<file path="src/rtl/irqv_pkg.sv">
package irqv_pkg;
  localparam int NSRC     = 3;
  localparam int REG_W    = 8;
  localparam int GIE_BIT  = 0;
  localparam int EN_LSB   = 1;
  localparam int FLAG_LSB = 4;
  localparam int SRC_EXT  = 0;
  localparam int SRC_TMR  = 1;
  localparam int SRC_ADC  = 2;
endpackage

</file>
<file path="src/rtl/irqv_pin_sync.sv">
module irqv_pin_sync #(
  parameter int STAGES = 2
) (
  input  logic clk,
  input  logic rst,
  input  logic pin,
  output logic fall
);
  logic [STAGES-1:0] sh;
  logic              last;

  always_ff @(posedge clk) begin
    if (rst) begin
      sh   <= '0;
      last <= 1'b0;
    end else begin
      sh   <= {sh[STAGES-2:0], pin};
      last <= sh[STAGES-1];
    end
  end

  // falling edge only after a high sample has been seen
  assign fall = last & ~sh[STAGES-1];
endmodule

</file>
<file path="src/rtl/irqv_ctl_reg.sv">
module irqv_ctl_reg
  import irqv_pkg::*;
(
  input  logic             clk,
  input  logic             rst,
  input  logic             wr,
  input  logic [REG_W-1:0] wdata,
  input  logic [NSRC-1:0]  hw_set,
  input  logic             take,
  input  logic [NSRC-1:0]  take_sel,
  input  logic             reti,
  output logic             gie,
  output logic [NSRC-1:0]  en,
  output logic [NSRC-1:0]  flag,
  output logic [REG_W-1:0] rdata
);
  logic gie_nx;

  always_comb begin
    gie_nx = gie;
    if (wr)   gie_nx = wdata[GIE_BIT];
    if (reti) gie_nx = 1'b1;
    if (take) gie_nx = 1'b0;
  end

  always_ff @(posedge clk) begin
    if (rst) gie <= 1'b0;
    else     gie <= gie_nx;
  end

  for (genvar i = 0; i < NSRC; i++) begin : g_src
    logic flag_nx;

    always_comb begin
      flag_nx = flag[i];
      if (wr)                flag_nx = wdata[FLAG_LSB+i];
      if (take && take_sel[i]) flag_nx = 1'b0;
      if (hw_set[i])         flag_nx = 1'b1;
    end

    always_ff @(posedge clk) begin
      if (rst) begin
        en[i]   <= 1'b0;
        flag[i] <= 1'b0;
      end else begin
        if (wr) en[i] <= wdata[EN_LSB+i];
        flag[i] <= flag_nx;
      end
    end
  end

  assign rdata = {1'b0, flag, en, gie};
endmodule

</file>
<file path="src/rtl/irqv_arbiter.sv">
module irqv_arbiter
  import irqv_pkg::*;
#(
  parameter int VEC_W    = 8,
  parameter int VEC_STEP = 4
) (
  input  logic             clk,
  input  logic             rst,
  input  logic             stb,
  input  logic             stack_full,
  input  logic             gie,
  input  logic [NSRC-1:0]  en,
  input  logic [NSRC-1:0]  flag,
  input  logic             ack,
  output logic             take,
  output logic [NSRC-1:0]  take_sel,
  output logic             call_req,
  output logic [VEC_W-1:0] call_vec
);
  logic [NSRC-1:0]  pending;
  logic [VEC_W-1:0] vec_nx;
  logic             busy;

  assign pending = flag & en & {NSRC{gie}};

  // lowest index wins
  always_comb begin
    take_sel = '0;
    vec_nx   = '0;
    for (int i = NSRC-1; i >= 0; i--) begin
      if (pending[i]) begin
        take_sel = '0;
        take_sel[i] = 1'b1;
        vec_nx = VEC_W'(VEC_STEP * (i + 1));
      end
    end
  end

  assign take = stb & ~stack_full & ~busy & (|pending);

  always_ff @(posedge clk) begin
    if (rst) begin
      call_req <= 1'b0;
      call_vec <= '0;
      busy     <= 1'b0;
    end else begin
      call_req <= take;
      if (take) call_vec <= vec_nx;
      if (take)     busy <= 1'b1;
      else if (ack) busy <= 1'b0;
    end
  end
endmodule

</file>
<file path="src/rtl/irq_vector_ctrl.sv">
module irq_vector_ctrl
  import irqv_pkg::*;
#(
  parameter int VEC_W       = 8,
  parameter int VEC_STEP    = 4,
  parameter int SYNC_STAGES = 2
) (
  input  logic             clk,
  input  logic             rst,
  input  logic             ext_pin,
  input  logic             tmr_ovf,
  input  logic             adc_eoc,
  input  logic             phase_stb,
  input  logic             stack_full,
  input  logic             reg_wr,
  input  logic [7:0]       reg_wdata,
  output logic [7:0]       reg_rdata,
  input  logic             ret_irq,
  input  logic             call_ack,
  output logic             call_req,
  output logic [VEC_W-1:0] call_vec
);
  logic            ext_fall;
  logic [NSRC-1:0] hw_set;
  logic            gie;
  logic [NSRC-1:0] en;
  logic [NSRC-1:0] flag;
  logic            take;
  logic [NSRC-1:0] take_sel;

  irqv_pin_sync #(.STAGES(SYNC_STAGES)) i_sync (
    .clk(clk), .rst(rst), .pin(ext_pin), .fall(ext_fall)
  );

  always_comb begin
    hw_set          = '0;
    hw_set[SRC_EXT] = ext_fall;
    hw_set[SRC_TMR] = tmr_ovf;
    hw_set[SRC_ADC] = adc_eoc;
  end

  irqv_ctl_reg i_reg (
    .clk(clk), .rst(rst), .wr(reg_wr), .wdata(reg_wdata),
    .hw_set(hw_set), .take(take), .take_sel(take_sel), .reti(ret_irq),
    .gie(gie), .en(en), .flag(flag), .rdata(reg_rdata)
  );

  irqv_arbiter #(.VEC_W(VEC_W), .VEC_STEP(VEC_STEP)) i_arb (
    .clk(clk), .rst(rst), .stb(phase_stb), .stack_full(stack_full),
    .gie(gie), .en(en), .flag(flag), .ack(call_ack),
    .take(take), .take_sel(take_sel),
    .call_req(call_req), .call_vec(call_vec)
  );
endmodule

</file>
<file path="config.mk">
export PLATFORM = sky130hd
export DESIGN_NAME = irq_vector_ctrl
export DESIGN_NICKNAME = d
export VERILOG_FILES = /design/src/rtl/irqv_pkg.sv /design/src/rtl/irqv_pin_sync.sv /design/src/rtl/irqv_ctl_reg.sv /design/src/rtl/irqv_arbiter.sv /design/src/rtl/irq_vector_ctrl.sv
export SDC_FILE = /design/constraint.sdc
export NUM_CORES = 1
export LEC_CHECK = 0
export BUFFER_PORTS_ARGS = -buffer_cell sky130_fd_sc_hd__buf_2
export CAP_MARGIN = 20
export CORE_MARGIN = 2
export CORE_UTILIZATION = 44
export CTS_CLUSTER_DIAMETER = 50
export DETAILED_ROUTE_END_ITERATION = 10
export PLACE_DENSITY_LB_ADDON = 0.08
export SETUP_SLACK_MARGIN = 0.4
export SYNTH_ARGS = -nofsm -noshare
export SYNTH_HDL_FRONTEND = slang
export SYNTH_HIERARCHICAL = 1
export SYNTH_SLANG_ARGS = --single-unit
</file>
<file path="constraint.sdc">
create_clock -name clk -period 1.6 [get_ports clk]
set_clock_uncertainty 0.1 [all_clocks]
set_input_delay 0.4 -clock clk [delete_from_list [all_inputs] [get_ports clk]]
set_output_delay 0.4 -clock clk [all_outputs]
set_load 0.03 [all_outputs]
</file>
==> results.json <==
{
  "result_of_the_run": "completed",
  "h_tree_levels": 1,
  "grt.overflow.total": 0,
  "critical-path-top-delay-family": "compound AO/OA/AOI/OAI gates",
  "last_weighted_congestion_value_of_the_routability_driven_placer": 0.691,
  "flow.area_growth_from_synthesis_pct": 50.3,
  "place.detailed.hpwl_um": 963,
  "worst_hold_path_type": "primary input to flip-flop",
  "grt.met2_usage_pct": 31.2,
  "report.final.slew_viol_count": 0,
  "grt_max_degree": 15,
  "max_freq_ghz": 0.729,
  "drt-total-wl_um": 1530,
  "power.ir.vdd_worst_v": 0.000616,
  "final_layout_setup_total_negative_slack_ns": 0,
  "worstPathArrival_ns": 1.46,
  "cpPeakStageDelay_ns": 0.36,
  "number_of_global_route_vias_before_repair": 547,
  "final_layout_size_suffix_gt1_share_pct": 63.4,
  "fp.dieH_um": 44.4,
  "grt_setup_unrepaired": "yes",
  "synthesis.instances": 75,
  "diodes": 0,
  "synth-edff-count": 0,
  "clk_path_buf_depth": 2,
  "setup_violations": 0,
  "yosys_warnings": 6,
  "min_period_over_period_pct": 85.8,
  "grt-busiest-layer": "met2",
  "drt.antenna.violating_nets": 0,
  "place.port_buffers": 26,
  "syn-cell-area_um2": 718,
  "numClockSinks": 14,
  "wire_per_inst_um": 11.9,
  "cts_tree": "done",
  "worst_path_slowest_cell": "sky130_fd_sc_hd__dfxtp_4",
  "cts.reportedPaths.clkPinSlew_ns": 0.08,
  "starting_density_of_the_core_pct": 47.1,
  "fp-row-count": 14,
  "die_width_um": 44.4,
  "p_per_area_nw_per_um2": 755,
  "start_kind": "flip-flop",
  "post-route-drc-count": 0,
  "drt-vias-per-instance": 4.80,
  "grt_use_total_pct": 18.0,
  "worstSetupEndpointType": "flip-flop",
  "cts_made_buffers": 3,
  "grt_antenna_before_repair": 0,
  "setup.worst_path.class": "flip-flop to flip-flop",
  "seq_area_frac_synth_pct": 39.0,
  "synth_area_per_cell_um2": 9.58,
  "clockRootBuffer": "sky130_fd_sc_hd__clkbuf_4",
  "post-route-min-period_ns": 1.37,
  "grt_use_met1_pct": 19.7,
  "final_net_count": 131,
  "max-cap-violations": 0,
  "gr_layer_usage_met3_pct": 7.76,
  "final-hold-violation-count": 0,
  "route.vias.total": 615,
  "postCtsHoldBufs": 0,
  "yosys_register_bits": 14,
  "io-pin-count": 35,
  "fill_cell_instance_count_of_the_final_layout": 134,
  "fin_total_pwr_mw": 0.815,
  "grt_pass1_wl_um": 2440,
  "stdcell_count": 128,
  "timing.critical_path.buf_inv": 1,
  "leakagePower_nw": 0.529,
  "clock_insertion_delay_at_the_later_pin_of_the_skew_report_ns": 0.28,
  "drtIter0Drc": 4,
  "floorplan.core_area_um2": 1520,
  "firstDrtPassIters": 3,
  "timing.critical_path.fanout_max": 4,
  "yosys.cell_types.count": 24,
  "placed_cells_incl_taps": 110,
  "crit_path_cell_trace": "a22o_1, o21ai_2, inv_2, nor2b_4, a221oi_2",
  "design.die.area_um2": 1970,
  "worst-endpoint-required_ns": 1.69,
  "dominantRegCellSynth": "sky130_fd_sc_hd__dfxtp_1",
  "synth_async_sr_flop_share_pct": 0
}
-- repair_timing --
item	in CTS	in global routing
pin swaps	6	4
endpoints found under the setup margin	16	18
resized for setup	32	16
buffers inserted	10	4
-- cell type report --
type / count / area [um2] / area share (%)
clock buffers: 4 / 36.3 / 3.36
well taps: 16 / 20.0 / 1.85
repair buffers: 43 / 343 / 31.7
inverters: 5 / 18.8 / 1.74
multi-input cells: 46 / 362 / 33.5
flip-flops and latches: 14 / 300 / 27.8
-- registers in the layout, indices dropped and copies added (netlist names) --
signal          flops
i_arb/call_req      1
i_arb/busy          1
i_sync/last         1
i_reg/flag          3
i_sync/sh           2
i_reg/en            3
i_arb/call_vec      2
i_reg/gie           1
-- final timing paths --
check,startpoint,end,slack (ns),cells past startpoint
setup reg to reg,i_reg/flag[2],i_reg/flag[2],0.23,5
setup / recovery,i_reg/flag[2],i_reg/flag[2],0.23,5
hold reg to reg,i_sync/sh[0],i_sync/sh[1],0.34,1
hold / removal,ext_pin,i_sync/sh[0],0.23,2
-- metal layers --
layer	share of wire, %	vias to the layer above
li1	-	309
met1	42	277
met2	50	27
met3	6.9	2
met4	0.59	0
met5	0	-
-- synth_stat cells, types with 2 or more instances --
master | n | area (um2)
sky130_fd_sc_hd__dfxtp_1 | 14 | 280
sky130_fd_sc_hd__buf_4 | 14 | 105
sky130_fd_sc_hd__nor2b_1 | 5 | 31.3
sky130_fd_sc_hd__and3_1 | 2 | 12.5
sky130_fd_sc_hd__a22o_1 | 2 | 17.5
sky130_fd_sc_hd__inv_1 | 5 | 18.8
sky130_fd_sc_hd__and2_1 | 2 | 12.5
sky130_fd_sc_hd__a221oi_1 | 2 | 17.5
sky130_fd_sc_hd__mux2i_1 | 7 | 70.1
sky130_fd_sc_hd__a211oi_1 | 3 | 22.5
sky130_fd_sc_hd__conb_1 | 2 | 7.51
sky130_fd_sc_hd__nor2_1 | 4 | 15.0
sky130_fd_sc_hd__a21oi_2 | 2 | 17.5
-- power breakdown --
| group | switching [mW] | internal (mW) | total [mW] |
|---|---|---|---|
| sequential | 0.0138 | 0.365 | 0.379 |
| clock | 0.112 | 0.138 | 0.251 |
| combinational | 0.0991 | 0.0866 | 0.186 |
| total | 0.225 | 0.590 | 0.815 |
-- metrics by stage --
| stage | cell area, um2 | utilization, % | hold WS [ns] | setup WS, ns |
|---|---|---|---|---|
| CTS | 992 | 65.1 | 0.228 | 0.177 |
| global route | 1080 | 70.9 | 0.232 | 0.180 |
| detailed placement | 798 | 52.4 | 0.330 | 0.142 |
| global placement | 798 | 52.4 | 0.317 | 0.160 |
| finish | 1080 | 70.9 | 0.234 | 0.228 |
| floorplan | 742 | - | 0.314 | 0.292 |
-- layout by cell type (no fill, tap or decap), drive strengths merged --
master	netlist	layout
and3	2	2
a211oi	3	3
a311oi	1	1
a221oi	2	2
and2b	1	1
and4bb	1	1
clkbuf	0	4
a21oi	3	3
o21ai	1	1
nor3	1	1
nor2	4	4
a22o	2	2
dfxtp	14	14
mux2i	7	7
inv	5	5
nand2b	1	1
and2	2	2
nand2	1	1
conb	2	7
nor2b	5	5
and3b	1	1
nand3	1	1
buf	15	43
-- kinds of logic after synthesis --
| kind of cell | count (synthesis) | synth area share (%) |
|---|---|---|
| buf+inv | 20 | 18.8 |
| flops | 14 | 39.0 |
| mux | 7 | 9.76 |
| simple gates | 20 | 17.4 |
| other cells | 2 | 1.05 |
| compound gates | 12 | 13.9 |
Note: power is estimated with default switching activity, not from simulation.
